File: src/rtl/gpio_chg_pkg.sv
package gpio_chg_pkg;
    localparam int unsigned DEF_PORT_W      = 8;
    localparam int unsigned DEF_NUM_PORTS   = 2;
    localparam int unsigned DEF_SYNC_STAGES = 2;

    // Port index that owns a given pin
    function automatic int unsigned port_of(input int unsigned pin, input int unsigned port_w);
        return pin / port_w;
    endfunction
endpackage

File: src/rtl/gcirq_sync.sv
module gcirq_sync #(
    parameter int unsigned W      = 16,
    parameter int unsigned STAGES = 2
) (
    input  logic         clk,
    input  logic [W-1:0] raw_i,
    output logic [W-1:0] sync_o
);
    typedef struct packed {
        logic [STAGES-1:0][W-1:0] chain;
    } sync_st_t;

    sync_st_t st_d, st_q;

    always_comb begin
        st_d = st_q;
        st_d.chain[0] = raw_i;
        for (int s = 1; s < int'(STAGES); s++) begin
            st_d.chain[s] = st_q.chain[s-1];
        end
    end

    always_ff @(posedge clk) begin
        st_q <= st_d;
    end

    assign sync_o = st_q.chain[STAGES-1];
endmodule

File: src/rtl/gcirq_ref.sv
module gcirq_ref
    import gpio_chg_pkg::*;
#(
    parameter int unsigned PORT_W    = 8,
    parameter int unsigned NUM_PORTS = 2,
    localparam int unsigned PIN_W    = PORT_W * NUM_PORTS
) (
    input  logic                 clk,
    input  logic                 rst_n,
    input  logic [PIN_W-1:0]     lvl_i,
    input  logic [PIN_W-1:0]     dir_in,
    input  logic [NUM_PORTS-1:0] rd_port,
    output logic [PIN_W-1:0]     ref_d_o,
    output logic [PIN_W-1:0]     ref_q_o
);
    typedef struct packed {
        logic [PIN_W-1:0] refv;
    } ref_st_t;

    ref_st_t st_d, st_q;
    logic [PIN_W-1:0] load_d;

    // Expand per-port read strobes to per-pin load enables
    always_comb begin
        for (int i = 0; i < int'(PIN_W); i++) begin
            load_d[i] = rd_port[port_of(i, PORT_W)] | ~dir_in[i];
        end
    end

    always_comb begin
        st_d = st_q;
        if (!rst_n) begin
            st_d.refv = lvl_i;
        end else begin
            for (int i = 0; i < int'(PIN_W); i++) begin
                if (load_d[i]) st_d.refv[i] = lvl_i[i];
            end
        end
    end

    always_ff @(posedge clk) begin
        st_q <= st_d;
    end

    assign ref_d_o = st_d.refv;
    assign ref_q_o = st_q.refv;

    generate
        for (genvar p = 0; p < NUM_PORTS; p++) begin : g_port_chk
            p_read_snap_r9: assert property (@(posedge clk) disable iff (!rst_n)
                rd_port[p] |=> (st_q.refv[p*PORT_W +: PORT_W] == $past(lvl_i[p*PORT_W +: PORT_W])));
            p_other_port_kept_r5: assert property (@(posedge clk) disable iff (!rst_n)
                (!rd_port[p] && (&dir_in[p*PORT_W +: PORT_W]))
                |=> $stable(st_q.refv[p*PORT_W +: PORT_W]));
        end
    endgenerate
endmodule

File: src/rtl/gcirq_out.sv
module gcirq_out #(
    parameter int unsigned W = 16
) (
    input  logic         clk,
    input  logic         rst_n,
    input  logic [W-1:0] lvl_i,
    input  logic [W-1:0] ref_nxt_i,
    input  logic [W-1:0] dir_in,
    output logic         irq_n
);
    typedef struct packed {
        logic irq_n;
    } out_st_t;

    out_st_t st_d, st_q;
    logic [W-1:0] diff_d;

    always_comb begin
        diff_d = (lvl_i ^ ref_nxt_i) & dir_in;
        st_d   = st_q;
        if (!rst_n) begin
            st_d.irq_n = 1'b1;
        end else begin
            st_d.irq_n = ~(|diff_d);
        end
    end

    always_ff @(posedge clk) begin
        st_q <= st_d;
    end

    assign irq_n = st_q.irq_n;

    p_out_masked_r3: assert property (@(posedge clk) disable iff (!rst_n)
        (dir_in == '0) |=> irq_n);
endmodule

File: src/rtl/gpio_chg_irq.sv
module gpio_chg_irq
    import gpio_chg_pkg::*;
#(
    parameter int unsigned PORT_W      = DEF_PORT_W,
    parameter int unsigned NUM_PORTS   = DEF_NUM_PORTS,
    parameter int unsigned SYNC_STAGES = DEF_SYNC_STAGES,
    localparam int unsigned PIN_W      = PORT_W * NUM_PORTS
) (
    input  logic                 clk,
    input  logic                 rst_n,
    input  logic [PIN_W-1:0]     pin_in,
    input  logic [PIN_W-1:0]     dir_in,
    input  logic [NUM_PORTS-1:0] rd_port,
    output logic                 irq_n
);
    logic [PIN_W-1:0] lvl_s;
    logic [PIN_W-1:0] ref_d;
    logic [PIN_W-1:0] ref_q;

    gcirq_sync #(.W(PIN_W), .STAGES(SYNC_STAGES)) u_sync (
        .clk    (clk),
        .raw_i  (pin_in),
        .sync_o (lvl_s)
    );

    gcirq_ref #(.PORT_W(PORT_W), .NUM_PORTS(NUM_PORTS)) u_ref (
        .clk     (clk),
        .rst_n   (rst_n),
        .lvl_i   (lvl_s),
        .dir_in  (dir_in),
        .rd_port (rd_port),
        .ref_d_o (ref_d),
        .ref_q_o (ref_q)
    );

    gcirq_out #(.W(PIN_W)) u_out (
        .clk       (clk),
        .rst_n     (rst_n),
        .lvl_i     (lvl_s),
        .ref_nxt_i (ref_d),
        .dir_in    (dir_in),
        .irq_n     (irq_n)
    );

    p_idle_after_reset_r1: assert property (@(posedge clk) disable iff (!rst_n)
        $past(!rst_n) |-> irq_n);

    p_read_all_clears_r4: assert property (@(posedge clk) disable iff (!rst_n)
        (&rd_port) |=> irq_n);

    p_hold_low_r7: assert property (@(posedge clk) disable iff (!rst_n)
        (!irq_n && rd_port == '0 && $stable(lvl_s) && $stable(dir_in)) |=> !irq_n);

    p_mismatch_fires_r2: assert property (@(posedge clk) disable iff (!rst_n)
        (rd_port == '0 && $stable(dir_in) && (|((lvl_s ^ ref_q) & dir_in))) |=> !irq_n);
endmodule

File: config.mk
export PLATFORM = sky130hd
export DESIGN_NAME = gpio_chg_irq
export DESIGN_NICKNAME = d
export VERILOG_FILES = /design/src/rtl/gpio_chg_pkg.sv /design/src/rtl/gcirq_sync.sv /design/src/rtl/gcirq_ref.sv /design/src/rtl/gcirq_out.sv /design/src/rtl/gpio_chg_irq.sv
export SDC_FILE = /design/constraint.sdc
export NUM_CORES = 1
export LEC_CHECK = 0
export ABC_AREA = 1
export BUFFER_PORTS_ARGS = -buffer_cell sky130_fd_sc_hd__clkbuf_2
export CAP_MARGIN = 40
export CORE_MARGIN = 4
export CORE_UTILIZATION = 47
export CTS_CLUSTER_DIAMETER = 50
export CTS_CLUSTER_SIZE = 14
export DETAILED_ROUTE_END_ITERATION = 8
export HOLD_SLACK_MARGIN = 0.15
export PLACE_DENSITY_LB_ADDON = 0.1
export RECOVER_POWER = 25
export SLEW_MARGIN = 40
export SYNTH_ARGS = -nofsm -noshare
export SYNTH_HDL_FRONTEND = slang
export SYNTH_SLANG_ARGS = --single-unit
File: constraint.sdc
create_clock -name clk -period 0.8 [get_ports clk]
set_input_delay 0.12 -clock clk [delete_from_list [all_inputs] [get_ports clk]]
set_output_delay 0.12 -clock clk [all_outputs]
set_load 0.005 [all_outputs]
==> metrics.txt, run 1 <==
status=finished, violations left; failing checks=setup timing; post-route setup slack=-0.109 ns; reg-to-reg startpoint=u_sync.sync_o[9]$_DFF_P_; Clock Path Buffers=2; Area Overhead vs Synth=36.2%; top-area cell type share of the netlist area=0.589; worst hold margin=0.0941 ns; fin nets=321; fin crit period=0.909 ns; routed len/inst=8.26 µm; EDFF count, synth=0; Hold Startpoint=dir_in[1]; GR Overflow Total=0; Crit Path Max Fanout=3; die area=4560 µm²; Crit Reg-Reg Endpoint=u_out.irq_n$_SDFF_PN1_; first-pass GRT wire length=4490 µm; Chip Height=67.5 µm; R2R setup slack=-0.11 ns; register area share after synthesis=0.589; vias in the first global route=1198; Site Rows=21; Yosys top cell by area=dfxtp_1; endpoints failing hold=0; detailed placement HPWL=2080 µm; Netlist cell types=8; Final ANT Viol Nets=0; GR peak layer=met2; DRC viols=0; f_max=1100 MHz; antenna violations before repair=0; antenna cells=0; clk_lat worst skew=0.34 ns; Iteration-0 DRC Markers=53; core area=3390 µm²; clock slew at reported path FFs=0.13 ns; top cells by area, synth=dfxtp_1 (59%), nand2_1 (17%), inv_1 (10%); Post CTS Setup Buffer Count=0; worst slew pin tran=0.169 ns; multi-input logic area=547 µm²; required time of the critical path=1.09 ns; Relative slew margins=0.887; H-tree Lvls=2; Pleak=1.27 nW; CTS tree=yes; CP Capture Type=register; top_reg_cell synth=dfxtp_1; CTS root buf=clkbuf_4; Arr. time, crit path=1.20 ns; I/O pin total=37; end of the worst hold path=u_ref.ref_q_o[1]$_DFF_P_; maximum vdd drop=0.00145 V; M1 GR Usage=0.148; power per cell area=2020 nW/µm²; post-route cell area=2270 µm²; DRT Pass-1 Iters=4; period utilisation layout=1.14; hold-fix buffers at CTS=16; Port Buf Inserts=36; Clock Sinks=49; Total Wirelength=2740 µm; Total GRT Usage=0.134; count of final setup violators=3; maximum capacitance violations=0; Mapped Avg Cell Area=7.68 µm²; Mapped Cells=217; RSZ-0062 raised after global routing=yes; fillcell total=303; Post-Route Utilization=0.670; FF/Latch Area=1000 µm²; Synth async-reset ratio=0; DR vias/cell=4.07; worst hold stages=5; top post-synthesis cells by count=nand2_1 (77), dfxtp_1 (49), inv_1 (45); HP Class=in2reg; pin count of the biggest net entering global routing=15; Final Max Slew Viols=0; Warnings, synthesis=0; M3 GR Usage=0.0416; Setup crit start kind=register; Initial Util=0.492; post-synth net total=253; Cell Area, Placed=2000 µm²; die width=67.5 µm; CP Class=reg2reg; Syn Std Cell Area=1670 µm²; CTS buffer count=5; met2 GRT Util=0.232; layout cells sized above 1=0.280; flops & latches, synth=49; most common cell in the netlist=nand2_1; Final Wtd Congestion=0.722; vias post-DR=1352; Reg2Reg Depth=7; clock skew=0.00695 ns
## final cells by class
| class | instances | area share |
|---|---|---|
| Sequential cell | 49 | 0.440 |
| Multi-Input combinational cell | 123 | 0.241 |
| Timing Repair Buffer | 61 | 0.181 |
| Inverter | 45 | 0.0744 |
| Tap cell | 46 | 0.0254 |
| Clock buffer | 7 | 0.0243 |
| Clock inverter | 1 | 0.0132 |
## cell families (layout without fill, tap and decap cells)
group,count (synthesis),count (layout),synth area share
AND/OR/NAND/NOR,106,106,0.242
buffers and inverters,45,114,0.101
AO/OA/AOI/OAI,12,12,0.0360
flip-flops,49,49,0.589
multiplexers,4,4,0.0270
XOR/XNOR,1,1,0.00526
## cell usage in the layout, fill, tap and decap left out, types with 4 or more instances in the layout
cell type	netlist	routed
buf_4	0	8
nor2_2	0	4
dfxtp_2	0	15
clkbuf_2	0	36
nor2_1	27	23
dfxtp_1	49	34
nand2_1	77	76
inv_1	45	43
clkbuf_4	0	5
o21ai_0	12	12
dlygate4sd3_1	0	16
## power by group
part / switching, W / total (W) / internal (W)
Clock: 0.000697 / 0.00144 / 0.000747
Combinational: 0.000204 / 0.000460 / 0.000256
Sequential: 0.0000794 / 0.00269 / 0.00261
Total: 0.000981 / 0.00459 / 0.00361
## critical path, cell delays in order (launching register included)
cell     delay, ns
dfxtp_2       0.35
nor2_1        0.10
nor2_1        0.05
nand2_1       0.05
nand2_1       0.05
nor2_1        0.10
nand2_1       0.06
nor2_1        0.09
## layer usage
metal | vias to the layer above | routed length, µm
li1 | 759 | -
met1 | 564 | 1210
met2 | 23 | 1340
met3 | 6 | 148
met4 | 0 | 42
met5 | - | 0
## registers in the layout, indices dropped and copies added, names as in the netlist
signal and flops:
u_sync.sync_o 16, u_sync.st_d 16, u_out.irq_n 1, u_ref.ref_q_o 16
## per-stage QoR
stage | power, W | cells | setup TNS, ns | worst slack [ns]
final | 0.00459 | 332 | -0.216 | -0.109
after global routing | 0.00484 | 332 | -0.414 | -0.235
after CTS | 0.00465 | 332 | -0.253 | -0.119
after detailed placement | 0.00314 | 308 | -0.912 | -0.150
after global placement | 0.00312 | 308 | -0.736 | -0.126
after floorplan | 0.00296 | 217 | 0 | 0.000924
## repair_timing
action | 4_1_cts | 5_1_grt
endpoints found under the setup margin | 3 | 3
hold endpoints to repair | 21 | 6
pin swaps | 1 | 0
cloned | 0 | 0
resized for setup | 10 | 4
## worst max path at each step
stage / startpoint / end / slack [ns]
after floorplan: u_ref.ref_q_o[4]$_DFF_P_ / u_out.irq_n$_SDFF_PN1_ / 0.0009
after global placement: rst_n / u_ref.ref_q_o[9]$_DFF_P_ / -0.13
after detailed placement: rst_n / u_ref.ref_q_o[9]$_DFF_P_ / -0.15
after CTS: u_out.irq_n$_SDFF_PN1_ / irq_n / -0.12
after global routing: u_sync.sync_o[9]$_DFF_P_ / u_out.irq_n$_SDFF_PN1_ / -0.23
final: u_sync.sync_o[9]$_DFF_P_ / u_out.irq_n$_SDFF_PN1_ / -0.11
No activity file was read; power rests on OpenSTA's default activity.
==> run 2: changes to the inputs <==
--- a/config.mk
+++ b/config.mk
@@ -16,6 +16,7 @@
 export HOLD_SLACK_MARGIN = 0.15
 export PLACE_DENSITY_LB_ADDON = 0.1
 export RECOVER_POWER = 25
+export SETUP_SLACK_MARGIN = 0.05
 export SLEW_MARGIN = 40
 export SYNTH_ARGS = -nofsm -noshare
 export SYNTH_HDL_FRONTEND = slang
==> run 2 against run 1 <==
The run still ends with setup timing left. Combinational power grew 5.4%. Non-clock buffer count rose by 3. Setup slack worse by 0.011 ns. Die area unchanged. Sequential power is essentially flat. Sequential cell count stayed put. Critical path type unchanged.
==> metrics.txt, run 2 (synthesis gave the netlist of run 1 again) <==
Crit Path Max Fanout=3 (unchanged); power per cell area=1910 nW/µm² (-5.9%); Pleak=1.28 nW (+0.90%); Crit Reg-Reg Endpoint=u_out.irq_n$_SDFF_PN1_; worst slew pin tran=0.145 ns (-0.0239 ns); antenna cells=0 (unchanged); H-tree Lvls=2 (unchanged); Finished Layout Cells=335 (+0.90%); period utilisation layout=1.15 (+0.0133); maximum vdd drop=0.00124 V (-15%); CTS root buf=clkbuf_4; R2R setup slack=-0.12 ns (about the same); die width=67.5 µm (unchanged); Area Overhead vs Synth=39.4%; Total GRT Usage=0.139 (+0.00516); die area=4560 µm² (unchanged); Iteration-0 DRC Markers=44 (-17%); clk_lat worst skew=0.35 ns (about the same); DRT Pass-1 Iters=4 (unchanged); end of the worst hold path=u_ref.ref_q_o[9]$_DFF_P_; Clock Sinks=49 (unchanged); count of final setup violators=2 (-1); layout cells sized above 1=0.332 (+0.0525); clock slew at reported path FFs=0.13 ns (about the same); Post-Route Utilization=0.685 (+0.0159); most common cell after layout, fill and taps aside=nand2_1; Port Buf Inserts=36 (unchanged); CP Class=reg2reg; post-route setup slack=-0.120 ns (-0.0106 ns); CTS buffer count=5 (unchanged); vias in the first global route=1168 (-2.5%); reg-to-reg startpoint=u_ref.ref_q_o[4]$_DFF_P_; first-pass GRT wire length=4530 µm (+0.78%); fin nets=324 (+0.93%); DR vias/cell=3.96 (-2.7%); Total Wirelength=2850 µm (+3.9%); Setup crit start kind=register; Tot Pwr=0.00443 W (-3.6%); failing checks=setup timing; HP Class=in2reg; CTS tree=yes; Chip Height=67.5 µm (unchanged); antenna violations before repair=0 (unchanged); status=finished, violations left; f_max=1090 MHz (-1.2%); vias post-DR=1328 (-1.8%); routed len/inst=8.50 µm (+2.9%); fin crit period=0.920 ns (+0.0106 ns); Final ANT Viol Nets=0 (unchanged); endpoints failing hold=0 (unchanged); Hold Startpoint=dir_in[9]; Final Wtd Congestion=0.694 (-3.8%); DRC viols=0 (unchanged); clock skew=0.00462 ns (-0.00233 ns); Final Max Slew Viols=0 (unchanged); Arr. time, crit path=1.21 ns (about the same); CP Capture Type=register; detailed placement HPWL=2040 µm (-2.4%); GR Overflow Total=0 (unchanged); Post CTS Setup Buffer Count=0 (unchanged); pre-CTS setup slack=-0.206 ns (-0.0559 ns); Site Rows=21 (unchanged); Cell Area, Placed=2070 µm² (+3.5%); pin count of the biggest net entering global routing=15 (unchanged); commonest cells after routing, fill and taps aside=nand2_1 (77), inv_1 (41), clkbuf_2 (36), dfxtp_2 (25), dfxtp_1 (24); Placed Cells=311 (+0.97%); I/O pin total=37 (unchanged); maximum capacitance violations=0 (unchanged); required time of the critical path=1.09 ns (about the same); core area=3390 µm² (unchanged); Reg2Reg Depth=8 (+1); Clock Path Buffers=2 (unchanged); worst hold stages=4 (-1); post-route cell area=2320 µm² (+2.4%); RSZ-0062 raised after global routing=yes; Initial Util=0.492 (unchanged); Relative slew margins=0.902 (+0.0153); fillcell total=300 (-0.99%)
-- run 2: worst max path at each step --
stage | from | to | slack, ns | cells after the start
global route | u_ref.ref_q_o[6]$_DFF_P_ | u_out.irq_n$_SDFF_PN1_ | -0.22 | 8
floorplan | u_ref.ref_q_o[3]$_DFF_P_ | u_out.irq_n$_SDFF_PN1_ | 0.007 | 8
detailed placement | rst_n | u_ref.ref_q_o[14]$_DFF_P_ | -0.21 | 4
global placement | rst_n | u_ref.ref_q_o[14]$_DFF_P_ | -0.18 | 4
CTS | u_out.irq_n$_SDFF_PN1_ | irq_n | -0.15 | 1
finish | u_ref.ref_q_o[4]$_DFF_P_ | u_out.irq_n$_SDFF_PN1_ | -0.12 | 8
-- run 2: per-layer routing --
metal	share of wire	wire [µm]	GRT usage	up-vias
li1	-	-	-	767
met1	0.44	1260	0.148	532
met2	0.49	1380	0.241	24
met3	0.052	147	0.0399	5
met4	0.021	60	0.0835	0
met5	0	0	0	-
-- run 2: area by class of cell --
type	count	area [µm²]	share of cell area
Inverter	45	179	0.0770
Timing Repair Buffer	64	430	0.185
Sequential cell	49	1010	0.436
Clock inverter	1	5.00	0.00215
Tap cell	46	57.6	0.0248
Clock buffer	7	65.1	0.0280
Multi-Input combinational cell	123	574	0.247
-- run 2: report_power, final --
part           total [W]  internal, W  switching, W
clock            0.00124     0.000511      0.000729
combinational   0.000485     0.000270      0.000215
sequential       0.00270      0.00262     0.0000837
-- run 2: critical path: stages (launching register included) --
cell and delay (ns):
dfxtp_2 0.37, inv_1 0.04, nand2_1 0.04, nand2_1 0.05, nand2_1 0.07, nand2_1 0.05, nor2_1 0.10, nand2_1 0.06
nor2_1 0.09
-- run 2: repair_timing --
item                                    4_1_cts  5_1_grt
hold buffers                                 16        0
endpoints found under the hold margin        19        0
gates resized for setup                      10        6
cloned                                        0        0
endpoints found under the setup margin        2        2
pin swaps                                     7        7
-- run 2: per-stage QoR --
step | hold WS [ns] | setup TNS (ns)
6_report | 0.160 | -0.236
5_1_grt | 0.158 | -0.377
4_1_cts | 0.139 | -0.254
3_5_place_dp | 0.224 | -1.56
3_3_place_gp | 0.223 | -1.26
2_1_floorplan | 0.148 | 0
